$ cat config.mk
export PLATFORM = sky130hd
export DESIGN_NAME = exc_accept_ctrl
export DESIGN_NICKNAME = d
export VERILOG_FILES = /design/src/rtl/exc_pkg.sv /design/src/rtl/exc_arbiter.sv /design/src/rtl/exc_target.sv /design/src/rtl/exc_shadow.sv /design/src/rtl/exc_accept_ctrl.sv
export SDC_FILE = /design/constraint.sdc
export NUM_CORES = 1
export LEC_CHECK = 0
export BUFFER_PORTS_ARGS = -buffer_cell sky130_fd_sc_hd__buf_2
export CAP_MARGIN = 25
export CORE_MARGIN = 2
export CORE_UTILIZATION = 44
export CTS_CLUSTER_DIAMETER = 200
export DETAILED_ROUTE_END_ITERATION = 10
export GPL_ROUTABILITY_DRIVEN = 0
export GPL_TIMING_DRIVEN = 0
export PLACE_DENSITY_LB_ADDON = 0.12
export RECOVER_POWER = 100
export REMOVE_ABC_BUFFERS = 1
export SETUP_SLACK_MARGIN = 0.5
export SYNTH_ARGS = -nofsm -noshare
export SYNTH_HDL_FRONTEND = slang
export SYNTH_SLANG_ARGS = --single-unit
$ cat constraint.sdc
create_clock -name clk -period 5.44 [get_ports clk]
set_input_delay 0.544 -clock clk [delete_from_list [all_inputs] [get_ports clk]]
set_output_delay 0.544 -clock clk [all_outputs]
set_load 0.02 [all_outputs]
$ cat src/rtl/exc_pkg.sv
package exc_pkg;
  typedef enum logic [2:0] {
    EV_NONE = 3'd0,
    EV_MRST = 3'd1,
    EV_EXC  = 3'd2,
    EV_NMI  = 3'd3,
    EV_UBRK = 3'd4,
    EV_IRQ  = 3'd5,
    EV_RTE  = 3'd6
  } ev_e;
endpackage

$ cat src/rtl/exc_arbiter.sv
module exc_arbiter
  import exc_pkg::*;
(
  input  logic busy,
  input  logic blk,
  input  logic nmi_take,
  input  logic exc_req,
  input  logic nmi_req,
  input  logic ubrk_req,
  input  logic irq_req,
  input  logic rte_strobe,
  output ev_e  ev
);
  always_comb begin
    ev = EV_NONE;
    if (!busy) begin
      if (exc_req)                         ev = blk ? EV_MRST : EV_EXC;
      else if (nmi_req && (!blk || nmi_take)) ev = EV_NMI;
      else if (ubrk_req)                   ev = EV_UBRK;
      else if (irq_req && !blk)            ev = EV_IRQ;
      else if (rte_strobe)                 ev = EV_RTE;
    end
  end
endmodule

$ cat src/rtl/exc_target.sv
module exc_target
  import exc_pkg::*;
#(
  parameter int              XLEN     = 32,
  parameter int              BL_POS   = 28,
  parameter logic [XLEN-1:0] RST_ADDR = 32'hA000_0000,
  parameter logic [XLEN-1:0] RST_SR   = 32'h7000_00F0,
  parameter logic [XLEN-1:0] OFF_EXC  = 32'h0000_0100,
  parameter logic [XLEN-1:0] OFF_NMI  = 32'h0000_0200,
  parameter logic [XLEN-1:0] OFF_UBRK = 32'h0000_0300,
  parameter logic [XLEN-1:0] OFF_IRQ  = 32'h0000_0600
) (
  input  ev_e             ev,
  input  logic [XLEN-1:0] base,
  input  logic [XLEN-1:0] cur_sr,
  input  logic [XLEN-1:0] shd_pc,
  input  logic [XLEN-1:0] shd_sr,
  output logic [XLEN-1:0] tgt_pc,
  output logic [XLEN-1:0] tgt_sr
);
  localparam logic [XLEN-1:0] BL_MASK = {{(XLEN-1){1'b0}}, 1'b1} << BL_POS;

  logic [XLEN-1:0] blocked_sr;
  assign blocked_sr = cur_sr | BL_MASK;

  always_comb begin
    tgt_pc = '0;
    tgt_sr = '0;
    unique case (ev)
      EV_MRST: begin tgt_pc = RST_ADDR;         tgt_sr = RST_SR;     end
      EV_EXC:  begin tgt_pc = base + OFF_EXC;   tgt_sr = blocked_sr; end
      EV_NMI:  begin tgt_pc = base + OFF_NMI;   tgt_sr = blocked_sr; end
      EV_UBRK: begin tgt_pc = base + OFF_UBRK;  tgt_sr = blocked_sr; end
      EV_IRQ:  begin tgt_pc = base + OFF_IRQ;   tgt_sr = blocked_sr; end
      EV_RTE:  begin tgt_pc = shd_pc;           tgt_sr = shd_sr;     end
      default: begin tgt_pc = '0;               tgt_sr = '0;         end
    endcase
  end
endmodule

$ cat src/rtl/exc_shadow.sv
module exc_shadow #(
  parameter int XLEN = 32
) (
  input  logic            clk,
  input  logic            rst_n,
  input  logic            save_en,
  input  logic [XLEN-1:0] pc_in,
  input  logic [XLEN-1:0] sr_in,
  output logic [XLEN-1:0] shd_pc,
  output logic [XLEN-1:0] shd_sr
);
  logic [XLEN-1:0] pc_d, sr_d;

  always_comb begin
    pc_d = shd_pc;
    sr_d = shd_sr;
    if (save_en) begin
      pc_d = pc_in;
      sr_d = sr_in;
    end
  end

  always_ff @(posedge clk or negedge rst_n) begin
    if (!rst_n) begin
      shd_pc <= '0;
      shd_sr <= '0;
    end else begin
      shd_pc <= pc_d;
      shd_sr <= sr_d;
    end
  end

  // a save captures the presented PC and status
  p_save_capture_r7: assert property (@(posedge clk) disable iff (!rst_n)
    save_en |=> (shd_pc == $past(pc_in)) && (shd_sr == $past(sr_in)));

  // without a save the shadow contents stay put
  p_shadow_hold_r9: assert property (@(posedge clk) disable iff (!rst_n)
    !save_en |=> $stable(shd_pc) && $stable(shd_sr));
endmodule

$ cat src/rtl/exc_accept_ctrl.sv
module exc_accept_ctrl
  import exc_pkg::*;
#(
  parameter int              XLEN     = 32,
  parameter int              BL_POS   = 28,
  parameter logic [XLEN-1:0] RST_ADDR = 32'hA000_0000,
  parameter logic [XLEN-1:0] RST_SR   = 32'h7000_00F0,
  parameter logic [XLEN-1:0] OFF_EXC  = 32'h0000_0100,
  parameter logic [XLEN-1:0] OFF_NMI  = 32'h0000_0200,
  parameter logic [XLEN-1:0] OFF_UBRK = 32'h0000_0300,
  parameter logic [XLEN-1:0] OFF_IRQ  = 32'h0000_0600
) (
  input  logic            clk,
  input  logic            rst_n,
  input  logic            exc_req,
  input  logic            nmi_req,
  input  logic            ubrk_req,
  input  logic            irq_req,
  input  logic            nmi_blk_take,
  input  logic            rte_strobe,
  input  logic [XLEN-1:0] cur_pc,
  input  logic [XLEN-1:0] cur_sr,
  input  logic [XLEN-1:0] vec_base,
  output logic            redirect_valid,
  output logic            brk_valid,
  output logic [XLEN-1:0] redirect_pc,
  output logic            sr_load,
  output logic [XLEN-1:0] sr_load_val,
  output logic            mrst_pulse,
  output logic [XLEN-1:0] saved_pc,
  output logic [XLEN-1:0] saved_sr
);
  ev_e             ev;
  logic            busy, blk, save_en;
  logic [XLEN-1:0] tgt_pc, tgt_sr;
  logic            rv_d, bv_d, mr_d, ld_d;

  assign busy = redirect_valid | brk_valid;
  assign blk  = cur_sr[BL_POS];

  exc_arbiter u_arb (
    .busy       (busy),
    .blk        (blk),
    .nmi_take   (nmi_blk_take),
    .exc_req    (exc_req),
    .nmi_req    (nmi_req),
    .ubrk_req   (ubrk_req),
    .irq_req    (irq_req),
    .rte_strobe (rte_strobe),
    .ev         (ev)
  );

  exc_target #(
    .XLEN(XLEN), .BL_POS(BL_POS), .RST_ADDR(RST_ADDR), .RST_SR(RST_SR),
    .OFF_EXC(OFF_EXC), .OFF_NMI(OFF_NMI), .OFF_UBRK(OFF_UBRK), .OFF_IRQ(OFF_IRQ)
  ) u_tgt (
    .ev     (ev),
    .base   (vec_base),
    .cur_sr (cur_sr),
    .shd_pc (saved_pc),
    .shd_sr (saved_sr),
    .tgt_pc (tgt_pc),
    .tgt_sr (tgt_sr)
  );

  assign save_en = (ev == EV_EXC) || (ev == EV_NMI) ||
                   (ev == EV_UBRK) || (ev == EV_IRQ);

  exc_shadow #(.XLEN(XLEN)) u_shd (
    .clk     (clk),
    .rst_n   (rst_n),
    .save_en (save_en),
    .pc_in   (cur_pc),
    .sr_in   (cur_sr),
    .shd_pc  (saved_pc),
    .shd_sr  (saved_sr)
  );

  // next-state decode
  always_comb begin
    rv_d = (ev == EV_MRST) || (ev == EV_EXC) || (ev == EV_NMI) ||
           (ev == EV_IRQ)  || (ev == EV_RTE);
    bv_d = (ev == EV_UBRK);
    mr_d = (ev == EV_MRST);
    ld_d = (ev != EV_NONE);
  end

  // output registers; target and status held unless loaded
  always_ff @(posedge clk or negedge rst_n) begin
    if (!rst_n) begin
      redirect_valid <= 1'b0;
      brk_valid      <= 1'b0;
      mrst_pulse     <= 1'b0;
      sr_load        <= 1'b0;
      redirect_pc    <= '0;
      sr_load_val    <= '0;
    end else begin
      redirect_valid <= rv_d;
      brk_valid      <= bv_d;
      mrst_pulse     <= mr_d;
      sr_load        <= ld_d;
      if (ld_d) begin
        redirect_pc <= tgt_pc;
        sr_load_val <= tgt_sr;
      end
    end
  end

  // blocked exception escalates to the reset target
  p_escalate_r3: assert property (@(posedge clk) disable iff (!rst_n)
    (!busy && exc_req && blk) |=> mrst_pulse && redirect_valid &&
                                  (redirect_pc == RST_ADDR));

  // a lone blocked ordinary interrupt produces no redirect
  p_irq_held_r4: assert property (@(posedge clk) disable iff (!rst_n)
    (blk && irq_req && !exc_req && !nmi_req && !ubrk_req && !rte_strobe)
      |=> !redirect_valid && !brk_valid);

  // a lone blocked NMI waits unless software allows it
  p_nmi_held_r5: assert property (@(posedge clk) disable iff (!rst_n)
    (blk && !nmi_blk_take && nmi_req && !exc_req && !ubrk_req &&
     !irq_req && !rte_strobe) |=> !redirect_valid && !brk_valid);

  // the two redirect strobes never coincide
  p_strobe_excl_r6: assert property (@(posedge clk) disable iff (!rst_n)
    $onehot0({redirect_valid, brk_valid}));

  // a lone return hands back the shadow contents
  p_return_r9: assert property (@(posedge clk) disable iff (!rst_n)
    (!busy && rte_strobe && !exc_req && !nmi_req && !ubrk_req && !irq_req)
      |=> redirect_valid && (redirect_pc == $past(saved_pc)) &&
          (sr_load_val == $past(saved_sr)));

  // no back-to-back redirects
  p_gap_r10: assert property (@(posedge clk) disable iff (!rst_n)
    (redirect_valid || brk_valid) |=> !redirect_valid && !brk_valid && !mrst_pulse);

  // a status load goes with exactly one redirect strobe
  p_load_pair_r11: assert property (@(posedge clk) disable iff (!rst_n)
    sr_load == (redirect_valid || brk_valid));
endmodule

== Word level (Yosys, flattened, before mapping) ==
Index checks and enable logic that the tools add are counted.
W data, S select, Z words.
Operators by class
  add/subtract/negate cells: 4
  equal/unequal tests: 6
  multiplexer cells: 9
  bitwise operators: 1
  reduce and logical (&&, ||, !) cells: 13
Operators by type and width (count)
  $pmux W32 S6: 1
  $pmux W32 S3: 1
  $add A32 B10 Y32 const B: 2
  $add A32 B11 Y32 const B: 1
  $add A32 B9 Y32 const B: 1
  $mux W3: 6
  $eq A3 B3 Y1 const B: 3
  $logic_or A1 B1 Y1: 8
  $eq A3 B2 Y1 const B: 2
  $reduce_or A4 Y1: 1
  $eq A3 B1 Y1 const B: 1
  $reduce_bool A3 Y1: 1
  $logic_and A1 B1 Y1: 2
  $mux W2: 1
  $logic_not A1 Y1: 1
  $or A1 B1 Y1: 1
Word-level totals
  bits in registers: 132
  input bits: 104
  output and inout bits: 132
  word-level logic and storage cells: 41

== Longest topological paths before layout ==
Gate-level depths: netlist of the first run.
  depth after elaboration: 12
  depth in mapped cells: 13
  mapped depth without buffers: 11

== Hierarchy ==
Synthesis of the first run repeated with hierarchy kept, for this count alone.
Unflattened totals
  cells, all modules: 506
  area total of the unflattened synthesis: 7018.0 sq um
Modules (own cells, without submodules)
  exc_accept_ctrl: times used 1, cells an instance 146, area each 2727.6 sq um, sequential area each 1701.6 sq um
  exc_shadow: times used 1, cells an instance 135, area each 2678.8 sq um, sequential area each 1601.5 sq um
  exc_target: times used 1, cells an instance 211, area each 1532.7 sq um, sequential area each 0.0 sq um
  exc_arbiter: times used 1, cells an instance 14, area each 78.8 sq um, sequential area each 0.0 sq um

== Worst setup path after synthesis of the first run ==
OpenSTA, ideal clock, no wires.
  path type: input to register
  start: in exc_req
  end: reg redirect_pc[26]
  setup time: 0.134 ns
  data arrival time: 2.859 ns
  required time: 5.306 ns
  slack: 2.447 ns
  cell stages on the path: 13
  path buffers: 2
  cells stage by stage: buf_2 a21o_1 nand2_1 a21oi_1 clkbuf_1 nor2_1 fa_1 nand3_1 or3_1 nor3_1 xor2_1 a222oi_1 o21ai_1
On the way
  word-level cells in the longest chain between the ends: 4
  elaborated cells between the ends (all ways): 10
  classes of those cells: eq/ne (6); mux (3); reduce/logical (1)
RTL lines
  from (decl): line exc_accept_ctrl.sv:15  | input logic exc_req,
  $mux W3: line exc_arbiter.sv:17  | if (exc_req) ev = blk ? EV_MRST : EV_EXC;
  $mux W3: line exc_arbiter.sv:16  | if (!busy) begin
  $eq A3 B3 Y1
  via bv_d: line exc_accept_ctrl.sv:36  | logic rv_d, bv_d, mr_d, ld_d;
  $pmux W32 S6: line exc_target.sv:29  | unique case (ev)
  to (signal assigned): line exc_accept_ctrl.sv:103  | redirect_pc <= tgt_pc;
  to (decl): line exc_accept_ctrl.sv:26  | output logic [XLEN-1:0] redirect_pc,
The timed path passes the listed nets, and every way through them passes these cells.
A chain may end at the register's enable or synchronous reset.

== Worst setup path after layout of the first run ==
  start: in cur_sr[28]
  end: reg redirect_pc[22]
On the way
  word-level cells in the longest chain between the ends: 9
  elaborated cells between the ends (all ways): 18
  classes of those cells: eq/ne (6); mux (7); reduce/logical (5)
RTL lines
  from (decl): line exc_accept_ctrl.sv:22  | input logic [XLEN-1:0] cur_sr,
  $logic_not A1 Y1: line exc_arbiter.sv:18, exc_arbiter.sv:20
  $logic_and A1 B1 Y1: line exc_arbiter.sv:20  | else if (irq_req && !blk) ev = EV_IRQ;
  $mux W3: line exc_arbiter.sv:20
  $mux W3: line exc_arbiter.sv:19  | else if (ubrk_req) ev = EV_UBRK;
  $mux W3: line exc_arbiter.sv:18  | else if (nmi_req && (!blk || nmi_take)) ev = EV_NMI;
  $mux W3 *: line exc_arbiter.sv:17
  $mux W3 *: line exc_arbiter.sv:16
  $eq A3 B3 Y1 (tied with other cells): line exc_target.sv:29
  $pmux W32 S6: line exc_target.sv:29
Mark *: on every way between the ends. The rest lies on a longest branch, timed or not.

==> metrics, run 1 <==
Die Y=123 um; vias in the first global route=about 5,500; row count=43; Syn Std Cell Area=6200 sq um; Layout Skew=0.00561 ns; TritonRoute pass-1 iters=7; first-pass GRT wire length=27,700 um; crit share post-route=0.695; crit-path leading delay family=compound AO/OA/AOI/OAI gates; critical path depth=7; Hold Path Class=input port to flip-flop; area of the core=around 14,000 sq um; Data arrival, critical path=slightly above 4 ns; post-synth top area cell=dfrtp_1; Critical Path Fanout Max=56; worst setup margin=between 1.5 and 2 ns; sequential area share after synthesis=0.532; slowest stage delay, CP=~1.2 ns; Min-Delay Startpoint=cur_pc[15]; largest cells by area after synthesis=dfrtp_1, nand2_1, a222oi_1, xnor2_1, a22oi_1; DR vias/cell=between 5 and 6; Die X=123 um; status=complete, but fails checks; Die Area=approximately 15,000 sq um; cts bufs inserted=17; Routed Antenna Nets=0; Hold Fails Final Rpt=0; Mapped Cells=around 660; Avg Cell Area, Syn=between 9 and 10 sq um; total wire length=approximately 18,000 um; Yosys reg bits=around 130; Netlist cell types=46; DP Wirelength=between 10,000 and 15,000 um; Req. time, crit path=roughly 5.7 ns; Final Net Count=around 990; Worst Reg-to-Reg Cells=11; WHS Path Cells=3; largest net degree at the start of global routing=a little over 100; setup TNS=0 ns; Pleak=around 3.8 nW; crit path time final=3.78 ns; post-synth top area share=0.532; reg-to-reg critical path endpoint=redirect_pc[26]; drt wl/cell=16.6 um; failing checks=capacitance limit, slew limit; Residual DRC=0; Max Cap Violations=3; synthesis warning total=0; via count=between 5,000 and 6,000; startpoint types=input port; number of antenna violations at the first check in global routing=2; I/O pins=236; RSZ-0062 raised after global routing=false; initial core utilization=0.449; global-route usage over all layers=0.236; Final setup viols=0; fin cells=approximately 1,100; Final Max Tran Viols=roughly 150; total gr overflow=0; PortBufs=235; Hold EP=u_shd.shd_pc[15]; worst relative slew slack=-0.666; # H-tree levels=4; number of synthesized flops with an enable pin=0; Top FF cell, synth=dfrtp_1; most used cell, CP=o21ai_0; WS Path Type=input port to flip-flop; clock slew at reported path FFs=about 0.060 ns; CTS sink cnt=about 130; Slew @ Worst Pin=~2.5 ns; Initial DRC Count=~580; Worst path slowest cell=o21ai_0; pre-CTS setup slack=between 1.5 and 2 ns; FF-to-FF setup slack=1.95 ns; Worst-Skew Late Latency=between 0.4 and 0.5 ns; PwrDens=around 560 nW/um^2; Layout area overhead=27.3%; Critical Path, Cell by Cell=clkbuf_1 > a21boi_0 > o21ai_0 > o21ai_0 > and2_4 > a222oi_1 > o21ai_0; Max Freq=265 MHz; root buffer cell=clkbuf_16; asr flop ratio synth=1.00; Placed Cells incl. Taps=~1,000; CTS tree=yes; Max VDD drop=between 0.3 and 0.4 mV; maximum root-to-sink buffer count=2; layout cells sized above 1=0.167; Post-CTS Resized=0; worst r2r src=brk_valid; total setup buffers inserted after CTS=0; Critical Path End Type=flip-flop; Worst Path Buf+Inv=1; Hold Buf Count CTS=0
## per-stage QoR
stage	hold WS, ns	total power, mW	instance area (sq um)	utilization
after floorplan	0.248	2.71	5990	-
after global placement	0.459	3.39	7390	0.534
after detailed placement	0.439	3.44	7500	0.542
after CTS	0.000600	4.59	8100	0.586
after global routing	0.310	4.73	7890	0.571
final	0.316	4.45	7900	0.571
## where the power goes
group,switching (mW),internal [mW],total [mW]
logic,1.18,0.471,1.65
registers,0.278,1.39,1.66
clock network,0.430,0.709,1.14
total,1.89,2.57,4.45
## per-layer routing
| layer | up-vias | track usage | routed length, um |
|---|---|---|---|
| met3 | 28 | 0.0813 | 1510 |
| li1 | 2711 | - | - |
| met2 | 213 | 0.382 | 8540 |
| met1 | 2798 | 0.295 | 7420 |
| met4 | 0 | 0.0805 | 335 |
| met5 | - | 0 | 0 |
## cell usage after synthesis (4+ instances only)
cell type / instances
a21oi_1: 5
a222oi_1: 39
a22oi_1: 19
buf_2: 23
buf_6: 4
clkbuf_1: 11
dfrtp_1: 132
inv_1: 37
nand2_1: 218
nand3_1: 9
nand4_1: 8
nor2_1: 26
nor2b_1: 5
nor3_1: 4
o211ai_1: 5
o21ai_0: 22
o221ai_1: 5
or4_1: 5
xnor2_1: 22
xor2_1: 11
## sequential cells by signal, indices dropped and copies added, names as in the netlist
register        flops
brk_valid           1
mrst_pulse          1
redirect_pc        32
redirect_valid      1
sr_load             1
sr_load_val        32
u_shd.shd_pc       32
u_shd.shd_sr       32
## tightest hold or removal path, delay by kind of cell
family                 cells  cell delay (ns)
AND/OR/NAND/NOR            2             0.08
buffers and inverters      1             0.07
## worst max path at each step
stage	startpoint	end	slack, ns
after floorplan	cur_sr[28]	redirect_pc[13]	2.22
after global placement	cur_sr[28]	redirect_pc[16]	0.44
after detailed placement	ubrk_req	redirect_pc[26]	1.65
after CTS	brk_valid	redirect_pc[26]	1.88
after global routing	rst_n	redirect_pc[22]	0.96
final	cur_sr[28]	redirect_pc[22]	1.66
## cell families (layout without fill, tap and decap cells)
| kind of cell | count (synthesis) | count (layout) | share of synthesized area |
|---|---|---|---|
| other | 0 | 2 | 0 |
| multiplexers | 3 | 3 | 0.00484 |
| AND/OR/NAND/NOR | 291 | 291 | 0.199 |
| AO/OA/AOI/OAI | 117 | 117 | 0.149 |
| flip-flops | 132 | 132 | 0.532 |
| buffers and inverters | 77 | 310 | 0.0573 |
| adder cells (fa/ha/maj) | 4 | 4 | 0.0105 |
| XOR/XNOR | 33 | 33 | 0.0466 |
## final cells by class
cell class                 count  area, sq um
sequential                   132         3300
multi-input combinational    448         2550
timing repair buffer         241         1080
clock inverter                12          130
inverter                      37          139
antenna                        2         5.00
clock buffer                  20          467
fill                        1318         5930
tap                          180          225
## cells in the final DEF, fill, tap and decap left out, drive strengths merged, types with 3 or more instances in the layout
cell type / netlist / routed
nand2: 218 / 218
clkbuf: 11 / 156
dfrtp: 132 / 132
buf: 29 / 105
a222oi: 39 / 39
inv: 37 / 37
o21ai: 27 / 27
nor2: 26 / 26
xnor2: 22 / 22
a22oi: 19 / 19
xor2: 11 / 11
nand3: 9 / 9
nand4: 9 / 9
nor3: 7 / 7
a21oi: 6 / 6
nor2b: 5 / 5
o211ai: 5 / 5
or4: 5 / 5
o221ai: 5 / 5
clkinvlp: 0 / 5
clkinv: 0 / 5
and2: 4 / 4
a21o: 3 / 3
o22ai: 3 / 3
mux2i: 3 / 3
a221o: 3 / 3
or2: 3 / 3
(Power assumes the default switching activity.)
==> run 2, diff against run 1 <==
--- a/config.mk
+++ b/config.mk
@@ -5,6 +5,7 @@
 export SDC_FILE = /design/constraint.sdc
 export NUM_CORES = 1
 export LEC_CHECK = 0
+export ABC_AREA = 1
 export BUFFER_PORTS_ARGS = -buffer_cell sky130_fd_sc_hd__buf_2
 export CAP_MARGIN = 25
 export CORE_MARGIN = 2
==> constraint.sdc (replaced) <==
create_clock -name clk -period 3.8 [get_ports clk]
set_input_delay 0.38 -clock clk [delete_from_list [all_inputs] [get_ports clk]]
set_output_delay 0.38 -clock clk [all_outputs]
set_load 0.02 [all_outputs]
==> metrics, run 2 <==
ANT cells=0; Die Area=about 17,000 sq um; WS Path Type=flip-flop to flip-flop; Max VDD drop=approximately 0.46 mV; row count=45; total gr overflow=0; total wire length=~20,000 um; worst relative slew slack=-0.464; DP Wirelength=around 13,000 um; Max Cap Violations=2; Final setup viols=0; maximum root-to-sink buffer count=2; Synth Area in Adders=0.00936; status=complete, but fails checks; Die Y=roughly 130 um; Syn Std Cell Area=6950 sq um; Die X=roughly 130 um; number of antenna violations at the first check in global routing=1; PwrDens=roughly 820 nW/um^2; startpoint types=flip-flop; layout cells sized above 1=0.139; Yosys reg bits=132; CTS tree=yes; Critical Path End Type=flip-flop; sequential area share after synthesis=0.475; crit path time final=around 3.2 ns; RSZ-0062 raised after global routing=false; synthesis warning total=0; Routed Antenna Nets=0; area of the core=around 15,000 sq um; Layout Skew=0.0127 ns; most frequent cells in the layout=nand2_1, clkbuf_1, dfrtp_1; setup TNS=0 ns; post-synthesis mux area share=0; Residual DRC=0; CTS sink cnt=132; post-synth top area share=0.475; crit share post-route=0.841; # fillers=approximately 1,600; Hold Path Class=input port to flip-flop; # H-tree levels=4; I/O pins=around 240; largest net degree at the start of global routing=96; Final Max Tran Viols=74; initial core utilization=0.454; DR vias/cell=about 5.1; largest cells by area after synthesis=dfrtp_1, nand2_1, nand4_1, nand3_1, inv_1; Avg Cell Area, Syn=a little under 8 sq um; Layout area overhead=25.0%; asr flop ratio synth=1.00; vias in the first global route=6,333; Data arrival, critical path=3.49 ns; register area=approximately 3300 sq um; TritonRoute pass-1 iters=5; first-pass GRT wire length=around 31,000 um; Pleak=4.25 nW; Synth top cells by count=nand2_1, dfrtp_1, inv_1; PortBufs=~240; post-synth top area cell=dfrtp_1; via count=between 6,000 and 7,000; most frequent cell after synthesis=nand2_1; failing checks=capacitance limit, slew limit; Top FF cell, synth=dfrtp_1; most common cell after layout, fill and taps aside=nand2_1; Max Freq=313 MHz; Placed Cells incl. Taps=1,294; Req. time, crit path=between 4 and 5 ns; fin cells=around 1,300; Mapped Cells=between 800 and 900; cts bufs inserted=17; combinational family with the most area after synthesis=simple AND/OR/NAND/NOR gates; post-synthesis simple-gate area fraction=0.313; global-route usage over all layers=0.236; multi-input logic area=between 2000 and 3000 sq um; Slew @ Worst Pin=2.20 ns; Synth Area in Compound Gates=0.0743; final core occ=0.567; root buffer cell=clkbuf_16; Critical Path Fanout Max=35; Hold Fails Final Rpt=0; Netlist cell types=31; Initial DRC Count=480; number of synthesized flops with an enable pin=0; Worst-Skew Late Latency=0.43 ns; total power=7.15 mW; Post-Synth XOR/XNOR Area=0.0290; drt wl/cell=between 15 and 20 um; Final Net Count=1,212; clock slew at reported path FFs=approximately 0.060 ns
[run 2: cell count changes after synthesis, sizes merged, moves of 9 or more]
cell / delta
buf: +12
a22oi: -19
inv: +79
nand4: +69
nor2: +33
a21oi: +11
o21ai: +48
xnor2: -19
nand2: +24
nand3: +77
xor2: +9
a222oi: -39
[run 2: logic make-up after synthesis]
group / after synthesis
xor gates and xnor gates: 23
adders and majority gates: 4
buffers and inverters: 162
DFF: 132
and+or+nand+nor: 475
AOI/OAI and AO/OA: 94
[run 2: worst max-delay path: stages (launching register included)]
cell and delay (ns):
dfrtp_1 0.37, nor2_1 0.21, o21a_1 0.36, nand2_8 0.25
inv_1 0.14, nand3_1 0.15, inv_1 0.17, fa_1 0.25
inv_1 0.07, nor2_2 0.24, nand2_1 0.22, nor2_1 0.30
nand2_1 0.08, nand2_1 0.06, nand2_1 0.05, nand2_1 0.05
nand4_1 0.09
[run 2: routing by layer]
layer,global-route usage,vias to the layer above,share of wire
li1,-,3328,-
met2,0.381,192,0.47
met5,0,-,0.00035
met3,0.0681,31,0.067
met1,0.306,3190,0.44
met4,0.0784,2,0.019
[run 2: worst paths after layout]
| path | startpoint | to | slack, ns | cells after the start |
|---|---|---|---|---|
| setup / recovery | brk_valid | redirect_pc[31] | 0.60 | 16 |
| hold / removal | cur_pc[28] | u_shd.shd_pc[28] | 0.15 | 3 |
| setup reg to reg | brk_valid | redirect_pc[31] | 0.60 | 16 |
| hold reg to reg | u_shd.shd_pc[3] | redirect_pc[3] | 0.52 | 2 |
| max in group asynchronous | rst_n | redirect_pc[30] | 1.33 | 3 |
| min in group asynchronous | rst_n | u_shd.shd_sr[30] | 1.14 | 2 |
[run 2: timing repair]
| action | CTS | global route |
|---|---|---|
| endpoints found under the hold margin | 37 | 0 |
| endpoints found under the setup margin | 3 | 12 |
| buffers inserted | 0 | 0 |
| pin swaps | 0 | 1 |
| gates resized for setup | 1 | 4 |
| gates cloned | 0 | 1 |
| hold buffers | 1 | 0 |
[run 2: layout make-up]
| type | instances | share of cell area |
|---|---|---|
| Clock inverter | 10 | 0.0167 |
| Clock buffer | 22 | 0.0557 |
| Timing Repair Buffer | 240 | 0.128 |
| Sequential cell | 132 | 0.380 |
| Tap cell | 211 | 0.0304 |
| Inverter | 116 | 0.0501 |
| Multi-Input combinational cell | 597 | 0.339 |
[run 2: through the flow]
stage          hold WS, ns  area (sq um)  worst slack, ns
2_1_floorplan       0.0844          6700            0.820
3_3_place_gp         0.497          8140           -0.923
3_5_place_dp         0.312          8250            0.280
4_1_cts              0.149          8890            0.520
5_1_grt              0.157          8690            0.295
6_report             0.154          8690            0.604
[run 2: report_power, final]
group          internal [mW]  leakage (nW)  switching, mW
logic                  0.786          2.30           2.15
registers               2.06          1.64          0.397
clock network           1.11         0.303          0.652
